File: config.mk
export PLATFORM = sky130hd
export DESIGN_NAME = masked_swap_unit
export DESIGN_NICKNAME = d
export VERILOG_FILES = /design/src/rtl/mswp_pkg.sv /design/src/rtl/mswp_decode.sv /design/src/rtl/mswp_agen.sv /design/src/rtl/mswp_merge.sv /design/src/rtl/masked_swap_unit.sv
export SDC_FILE = /design/constraint.sdc
export NUM_CORES = 1
export LEC_CHECK = 0
export BUFFER_PORTS_ARGS = -buffer_cell sky130_fd_sc_hd__clkbuf_2
export CORE_MARGIN = 2
export CORE_UTILIZATION = 54
export CTS_BUF_LIST = sky130_fd_sc_hd__clkbuf_2 sky130_fd_sc_hd__clkbuf_4 sky130_fd_sc_hd__clkbuf_8
export CTS_CLUSTER_SIZE = 12
export DETAILED_ROUTE_END_ITERATION = 10
export GPL_TIMING_DRIVEN = 1
export PLACE_DENSITY = 0.83
export SLEW_MARGIN = 20
export SYNTH_ARGS = -nofsm -noshare
export SYNTH_HDL_FRONTEND = slang
export SYNTH_SLANG_ARGS = --single-unit
File: constraint.sdc
create_clock -name clk -period 1.1 [get_ports clk]
set_clock_uncertainty 0.05 [all_clocks]
set_input_delay 0.11 -clock clk [delete_from_list [all_inputs] [get_ports clk]]
set_output_delay 0.11 -clock clk [all_outputs]
set_load 0.1 [all_outputs]
File: src/rtl/mswp_pkg.sv
package mswp_pkg;

  localparam int INSN_W  = 32;
  localparam int OFF_W   = 10;
  localparam int RIDX_W  = 4;

  localparam logic [7:0] MAJ_BASE = 8'h49;
  localparam logic [7:0] MAJ_IDX  = 8'h69;
  localparam logic [5:0] SUB_BASE = 6'h22;
  localparam logic [5:0] SUB_BREV = 6'h02;
  localparam logic [5:0] SUB_CIRC = 6'h12;

  typedef enum logic [1:0] {
    AM_BASE_OFF = 2'd0,
    AM_BIT_REV  = 2'd1,
    AM_CIRC     = 2'd2,
    AM_NONE     = 2'd3
  } amode_t;

  typedef enum logic [1:0] {
    ST_IDLE  = 2'd0,
    ST_READ  = 2'd1,
    ST_WRITE = 2'd2,
    ST_DONE  = 2'd3
  } st_t;

  typedef struct packed {
    amode_t              mode;
    logic [RIDX_W-1:0]   didx;
    logic [RIDX_W-1:0]   aidx;
    logic [OFF_W-1:0]    off;
  } dec_t;

endpackage

File: src/rtl/mswp_decode.sv
module mswp_decode
  import mswp_pkg::*;
(
  input  logic [INSN_W-1:0] instr,
  output dec_t              dec,
  output logic              legal
);

  logic [7:0] major;
  logic [5:0] minor;

  assign major = instr[7:0];
  assign minor = instr[27:22];

  always_comb begin
    dec.didx = instr[11:8];
    dec.aidx = instr[15:12];
    dec.off  = {instr[31:28], instr[21:16]};
    if (major == MAJ_BASE && minor == SUB_BASE) begin
      dec.mode = AM_BASE_OFF;
    end else if (major == MAJ_IDX && minor == SUB_BREV) begin
      dec.mode = AM_BIT_REV;
    end else if (major == MAJ_IDX && minor == SUB_CIRC) begin
      dec.mode = AM_CIRC;
    end else begin
      dec.mode = AM_NONE;
    end
    legal = (dec.mode != AM_NONE);
  end

endmodule

File: src/rtl/mswp_agen.sv
module mswp_agen
  import mswp_pkg::*;
#(
  parameter int AW = 32,
  parameter int IW = 16,
  parameter int OW = 10
) (
  input  amode_t          mode,
  input  logic [AW-1:0]   base,
  input  logic [2*IW-1:0] amod,
  input  logic [OW-1:0]   off,
  output logic [AW-1:0]   ea,
  output logic [2*IW-1:0] upd,
  output logic            upd_en
);

  localparam int SW = IW + 2;

  logic [IW-1:0] idx;
  logic [IW-1:0] hi;
  logic [AW-1:0] off_ext;
  logic [AW-1:0] idx_ext;
  logic [IW-1:0] rev_step;
  logic [SW-1:0] c_sum;
  logic [SW-1:0] c_len;
  logic [SW-1:0] c_wrap;

  function automatic logic [IW-1:0] flip(input logic [IW-1:0] v);
    logic [IW-1:0] r;
    for (int i = 0; i < IW; i++) r[i] = v[IW-1-i];
    return r;
  endfunction

  assign idx     = amod[IW-1:0];
  assign hi      = amod[2*IW-1:IW];
  assign off_ext = {{(AW-OW){off[OW-1]}}, off};
  assign idx_ext = {{(AW-IW){1'b0}}, idx};

  assign rev_step = flip(flip(idx) + flip(hi));

  assign c_sum = {2'b00, idx} + {{(SW-OW){off[OW-1]}}, off};
  assign c_len = {2'b00, hi};

  always_comb begin
    if (c_sum[SW-1]) begin
      c_wrap = c_sum + c_len;
    end else if (c_sum >= c_len) begin
      c_wrap = c_sum - c_len;
    end else begin
      c_wrap = c_sum;
    end
  end

  always_comb begin
    ea     = base + idx_ext;
    upd    = amod;
    upd_en = 1'b0;
    case (mode)
      AM_BASE_OFF: ea = base + off_ext;
      AM_BIT_REV: begin
        upd    = {hi, rev_step};
        upd_en = 1'b1;
      end
      AM_CIRC: begin
        upd    = {hi, c_wrap[IW-1:0]};
        upd_en = 1'b1;
      end
      default: ;
    endcase
  end

endmodule

File: src/rtl/mswp_merge.sv
module mswp_merge #(
  parameter int DW = 32
) (
  input  logic [DW-1:0] old_word,
  input  logic [DW-1:0] new_bits,
  input  logic [DW-1:0] sel,
  output logic [DW-1:0] merged
);

  for (genvar i = 0; i < DW; i++) begin : g_bit
    assign merged[i] = sel[i] ? new_bits[i] : old_word[i];
  end

endmodule

File: src/rtl/masked_swap_unit.sv
module masked_swap_unit
  import mswp_pkg::*;
#(
  parameter int AW = 32,
  parameter int DW = 32,
  parameter int IW = 16
) (
  input  logic            clk,
  input  logic            rst_n,
  input  logic            start,
  input  logic [31:0]     instr,
  input  logic [2*DW-1:0] reg_pair,
  input  logic [AW-1:0]   base_addr,
  input  logic [2*IW-1:0] addr_mod,
  output logic            mem_req,
  output logic            mem_we,
  output logic [AW-1:0]   mem_addr,
  output logic [DW-1:0]   mem_wdata,
  input  logic [DW-1:0]   mem_rdata,
  input  logic            mem_ack,
  output logic            mem_lock,
  output logic            busy,
  output logic            done,
  output logic            illegal,
  output logic [DW-1:0]   result,
  output logic [3:0]      result_idx,
  output logic [3:0]      areg_idx,
  output logic            upd_en,
  output logic [2*IW-1:0] upd_value
);

  logic [1:0]       rs_q;
  logic             rst_s_n;
  st_t              state_q, state_d;
  dec_t             dec;
  logic             legal;
  logic [AW-1:0]    ea;
  logic [2*IW-1:0]  upd;
  logic             upd_en_c;
  logic             accept;
  logic             old_en;
  logic             ill_d, ill_q;
  logic [AW-1:0]    ea_q;
  logic [DW-1:0]    data_q, mask_q, old_q;
  logic [3:0]       didx_q, aidx_q;
  logic [2*IW-1:0]  upd_q;
  logic             upd_en_q;
  logic [DW-1:0]    merged;

  // reset: asserted asynchronously, released on the clock
  always_ff @(posedge clk or negedge rst_n) begin
    if (!rst_n) rs_q <= 2'b00;
    else        rs_q <= {rs_q[0], 1'b1};
  end
  assign rst_s_n = rs_q[1];

  mswp_decode u_dec (
    .instr (instr),
    .dec   (dec),
    .legal (legal)
  );

  mswp_agen #(.AW(AW), .IW(IW), .OW(OFF_W)) u_agen (
    .mode   (dec.mode),
    .base   (base_addr),
    .amod   (addr_mod),
    .off    (dec.off),
    .ea     (ea),
    .upd    (upd),
    .upd_en (upd_en_c)
  );

  mswp_merge #(.DW(DW)) u_merge (
    .old_word (old_q),
    .new_bits (data_q),
    .sel      (mask_q),
    .merged   (merged)
  );

  assign accept = (state_q == ST_IDLE) && start && legal;
  assign ill_d  = (state_q == ST_IDLE) && start && !legal;
  assign old_en = (state_q == ST_READ) && mem_ack;

  // next-state logic
  always_comb begin
    state_d = state_q;
    case (state_q)
      ST_IDLE:  if (accept)  state_d = ST_READ;
      ST_READ:  if (mem_ack) state_d = ST_WRITE;
      ST_WRITE: if (mem_ack) state_d = ST_DONE;
      default:               state_d = ST_IDLE;
    endcase
  end

  // control registers
  always_ff @(posedge clk or negedge rst_s_n) begin
    if (!rst_s_n) begin
      state_q <= ST_IDLE;
      ill_q   <= 1'b0;
    end else begin
      state_q <= state_d;
      ill_q   <= ill_d;
    end
  end

  // operand capture, enabled only on acceptance
  always_ff @(posedge clk) begin
    if (accept) begin
      ea_q     <= ea;
      data_q   <= reg_pair[DW-1:0];
      mask_q   <= reg_pair[2*DW-1:DW];
      didx_q   <= dec.didx;
      aidx_q   <= dec.aidx;
      upd_q    <= upd;
      upd_en_q <= upd_en_c;
    end
  end

  // old word capture, enabled on read acknowledge
  always_ff @(posedge clk) begin
    if (old_en) old_q <= mem_rdata;
  end

  assign mem_req    = (state_q == ST_READ) || (state_q == ST_WRITE);
  assign mem_we     = (state_q == ST_WRITE);
  assign mem_lock   = mem_req;
  assign mem_addr   = ea_q;
  assign mem_wdata  = merged;
  assign busy       = (state_q != ST_IDLE);
  assign done       = (state_q == ST_DONE);
  assign illegal    = ill_q;
  assign result     = old_q;
  assign result_idx = didx_q;
  assign areg_idx   = aidx_q;
  assign upd_en     = done && upd_en_q;
  assign upd_value  = upd_q;

  AST_MERGE_BITS: assert property (@(posedge clk) disable iff (!rst_s_n)
    (state_q == ST_WRITE) |-> ((((mem_wdata ^ old_q) & ~mask_q) == '0) &&
                               (((mem_wdata ^ data_q) & mask_q) == '0)));
  AST_DONE_PULSE: assert property (@(posedge clk) disable iff (!rst_s_n)
    done |=> !done);
  AST_READ_THEN_WRITE: assert property (@(posedge clk) disable iff (!rst_s_n)
    (mem_req && !mem_we && mem_ack) |=> (mem_req && mem_we && $stable(mem_addr)));
  AST_LOCK_RELEASE: assert property (@(posedge clk) disable iff (!rst_s_n)
    $fell(mem_lock) |-> $past(mem_we && mem_ack));
  AST_ILLEGAL_QUIET: assert property (@(posedge clk) disable iff (!rst_s_n)
    illegal |-> (!mem_req && !done));
  AST_BUSY_HOLD: assert property (@(posedge clk) disable iff (!rst_s_n)
    (busy && $past(busy)) |-> ($stable(data_q) && $stable(mask_q) && $stable(ea_q)));
  AST_REQ_HOLD: assert property (@(posedge clk) disable iff (!rst_s_n)
    (mem_req && !mem_ack) |=> (mem_req && $stable(mem_we) && $stable(mem_addr)));

endmodule

==> reports/qor.txt, run 1 <==
CTS max path bufs: 2
count of input and output buffers: 338
H-tree depth: 4
RD Place Congestion: 1.09
Syn. warnings: 0
Seq cells post-synth: 174
Initial Util: 0.550
hold_buf cts: 123
post-CTS sizing: 256
die extent in y: 147 microns
syn_nets: 1292
count of flip-flops with a built-in enable after synthesis: 169
Synth area leaders: edfxtp_1, ha_1, mux2_2
Syn Inst Count: 989
Post-Syn Area per Cell: 11.2 sq um
placed cell count: 1924
synth cell count leaders: edfxtp_1, ha_1, nor2_1, inv_1, a21oi_1
Synth area leader: edfxtp_1
Main synth FF type: edfxtp_1
Synth top area share: 0.458
Final HPWL DP: 44500 microns
CTS root buf: clkbuf_8
pre-CTS setup slack: -3.41 ns
Failed at: 4_1_cts
most frequent cell after synthesis: edfxtp_1
total clock sinks: 174
First Err: [ERROR DPL-0038] Utilization greater than 100%, impossible to legalize
Mapped Area: 11100 sq um
DIE WIDTH: 147 microns
post-CTS setup buffer count: 78
CTS Buf Count: 17
status: did not finish
IO Pins: 339
Netlist cell types: 87
row count: 52
register area share after synthesis: 0.469
Synth async-reset ratio: 0.0287
==> kinds of logic after synthesis <==
| group | after synthesis | share of synthesized area |
|---|---|---|
| compound gates | 278 | 0.171 |
| simple gates | 234 | 0.106 |
| flops | 174 | 0.469 |
| fa+ha+maj | 107 | 0.124 |
| buf+inv | 89 | 0.0362 |
| xor+xnor | 63 | 0.0498 |
| mux | 43 | 0.0433 |
| other cells | 1 | 0.000338 |
==> per-stage QoR <==
step / TNS, ns / cell area (sq um)
floorplan: -464.64 / 11500
global placement: -295.43 / 18300
detailed placement: -328.27 / 18300
==> run 2, diff against run 1 <==
--- a/config.mk
+++ b/config.mk
@@ -7,12 +7,10 @@
 export LEC_CHECK = 0
 export BUFFER_PORTS_ARGS = -buffer_cell sky130_fd_sc_hd__clkbuf_2
 export CORE_MARGIN = 2
-export CORE_UTILIZATION = 54
-export CTS_BUF_LIST = sky130_fd_sc_hd__clkbuf_2 sky130_fd_sc_hd__clkbuf_4 sky130_fd_sc_hd__clkbuf_8
-export CTS_CLUSTER_SIZE = 12
+export CORE_UTILIZATION = 40
 export DETAILED_ROUTE_END_ITERATION = 10
 export GPL_TIMING_DRIVEN = 1
-export PLACE_DENSITY = 0.83
+export PLACE_DENSITY_LB_ADDON = 0.15
 export SLEW_MARGIN = 20
 export SYNTH_ARGS = -nofsm -noshare
 export SYNTH_HDL_FRONTEND = slang
==> run 2 against run 1 <==
Against the previous run:
- the flow now finishes, with violations (negative hold slack, negative setup slack)
- synthesized cell count stayed put
- area after synthesis unchanged
==> reports/qor.txt, run 2 <==
status: finished, violations left
failing checks: negative hold slack, negative setup slack
post-layout power: 30.5 mW
flop2flop setup slack: -0.76 ns
total clock sinks: 174
CTS Buf Count: 17
first drt pass iteration count: 6
largest family of logic cells by synthesized area: compound AO/OA/AOI/OAI gates
Mapped Area: 11100 sq um
DR vias: 13000
core area: 27100 sq um
CP startpoint kind: primary input
Post-Route WL: 59000 microns
post-synthesis compound-gate area fraction: 0.171
remaining antenna violation count: 0
fin area: 22600 sq um
DIE WIDTH: 171 microns
Syn Inst Count: 989
Final Critical Period: 3.86 ns
drt via density: 5.73
IO Pins: 339
register area share after synthesis: 0.469
Crit path largest cell delay: 0.44 ns
Syn-to-layout area delta: 104%
Critical Setup Path Class: primary input to flop
placed cell count: 2032
Hold Crit Class: primary input to flop
RSZ-0062 raised after global routing: true
die extent in y: 171 microns
critical path required time: 1.23 ns
final setup violation count: 364
drt drc: 0
synth cell count leaders: edfxtp_1, ha_1, nor2_1, inv_1, a21oi_1
routed length per placed instance: 25.9 microns
Non-Filler Instances: 2273
commonest non-fill, non-tap cell in the layout: buf_4
R2R depth: 8
achievable frequency: 259 MHz
Synth area leader: edfxtp_1
Synth Area in XOR/XNOR: 0.0498
CTS root buf: clkbuf_16
GRT Total Usage: 0.364
Final Hold Viols: 1
fin nets: 2187
most frequent cell after synthesis: edfxtp_1
Syn. warnings: 0
share of layout cells above drive strength 1: 0.547
Synth async-reset ratio: 0.0287
H-tree depth: 4
DIE AREA: 29100 sq um
dpl cell area: 18400 sq um
Final HPWL DP: 33700 microns
Min-Delay Path Depth: 2
Crit. End Element: flop
grt ovf: 0
count of flip-flops with a built-in enable after synthesis: 169
crit path cell chain: clkbuf_2, nor4b_4, nand3_2, nor3_4, ha_4, buf_6, mux2_4, ha_4, buf_4, o211ai_1, nand2_1, a311o_1, a211oi_2, o21bai_1, a21o_1, a21o_1, a211oi_2, xnor2_1
worst hold slack: -0.0423 ns
largest net degree at the start of global routing: 21
clock slew seen by the registers of the worst setup and hold paths: 0.08 ns
most frequent cells in the layout: buf_4, clkbuf_2, edfxtp_1, buf_12, dlygate4sd3_1
Initial Util: 0.409
Synth top area share: 0.458
row count: 60
hold_buf cts: 123
crit share post-route: 3.51
initial antenna violation count: 3
max-slew violations: 0
Pwr Density: 1350 nW/um^2
Worst-Skew Late Latency: 0.44 ns
Max stage delay cell, worst path: a311o_1
P_leak: 9.94 nW
Arrival @ worst endpoint: 3.99 ns
Initial DRC Count: 1171
syn_nets: 1292
Post-Synth Adder-Cell Area: 0.124
first-pass GRT wire length: 78600 microns
CTS tree: done
Main synth FF type: edfxtp_1
CTS max path bufs: 2
fill count: 1318
mux share of post-synthesis cell area: 0.0433
actual slew at the worst max-slew pin: 0.583 ns
Synth area leaders: edfxtp_1, ha_1, mux2_2
count of input and output buffers: 338
Simple-Gate Fraction of Synth Area: 0.106
vias in the first global route: 13000
final worst-path setup slack: -2.76 ns
Worst IR Drop VDD: 1.61 mV
largest fanout on the critical path: 7
Post-Syn Area per Cell: 11.2 sq um
max-cap check violation count: 0
Rel. slew slack: 0.600
RD Place Congestion: 0.946
Seq cells post-synth: 174
Netlist cell types: 87
## run 2: power breakdown
group	switching (mW)	internal (mW)
combinational	8.58	7.20
clock	3.49	3.35
sequential	0.236	7.62
total	12.3	18.2
## run 2: kinds of logic after synthesis
| kind of cell | count (synthesis) |
|---|---|
| compound gates | 278 |
| mux | 43 |
| flops | 174 |
| simple gates | 234 |
| other cells | 1 |
| buf+inv | 89 |
| xor+xnor | 63 |
| fa+ha+maj | 107 |
## run 2: what timing repair did
| action | in CTS | in global routing |
|---|---|---|
| buffers inserted | 70 | 68 |
| hold endpoints to repair | 124 | 1 |
| setup endpoints to repair | 364 | 364 |
| gates cloned | 19 | 1 |
| resized for setup | 227 | 126 |
| pin swaps | 96 | 74 |
## run 2: critical path, delay by kind of cell
family,cells,cell delay [ns]
buffers and inverters,3,0.41
XOR/XNOR,1,0.09
AO/OA/AOI/OAI,7,1.71
AND/OR/NAND/NOR,4,0.90
adder cells (fa/ha/maj),2,0.44
multiplexers,1,0.32
## run 2: per-stage QoR
step,hold WS [ns],utilization,setup WS (ns),TNS [ns]
floorplan,-0.236,-,-2.74,-464.64
global placement,-0.153,0.679,-3.21,-286.05
detailed placement,-0.152,0.679,-3.24,-292.40
CTS,-0.0628,0.818,-2.52,-250.32
global route,-0.0590,0.834,-2.88,-292.12
finish,-0.0423,0.834,-2.76,-275.56
## run 2: final timing paths
path	start	to
max reg2reg	state_q[1]$_DFFE_PN0P_	mem_addr[10]$_DFFE_PP_
min reg2reg	rs_q[1]$_DFF_PN0_	illegal$_DFF_PN0_
max	instr[7]	mem_addr[31]$_DFFE_PP_
min	base_addr[0]	mem_addr[0]$_DFFE_PP_
min in group asynchronous	rs_q[1]$_DFF_PN0_	illegal$_DFF_PN0_
max in group asynchronous	rst_n	rs_q[1]$_DFF_PN0_
## run 2: area by class of cell
| type | count | area, sq um | share of cell area |
|---|---|---|---|
| clock buffers | 17 | 425 | 0.0188 |
| well taps | 372 | 465 | 0.0206 |
| clock inverters | 15 | 210 | 0.00930 |
| diodes | 4 | 10.0 | 0.000443 |
| repair buffers | 898 | 9190 | 0.407 |
| flip-flops and latches | 174 | 5200 | 0.230 |
| multi-input cells | 726 | 6840 | 0.302 |
| inverters | 67 | 263 | 0.0116 |
## run 2: routing by layer
metal  GRT usage  routed length (microns)  share of wire
met1       0.408                    20500           0.35
met2       0.640                    28800           0.49
met4       0.216                     4630          0.078
met5           0                        0              0
met3      0.0703                     5050          0.086
No activity file was read; power rests on OpenSTA's default activity.
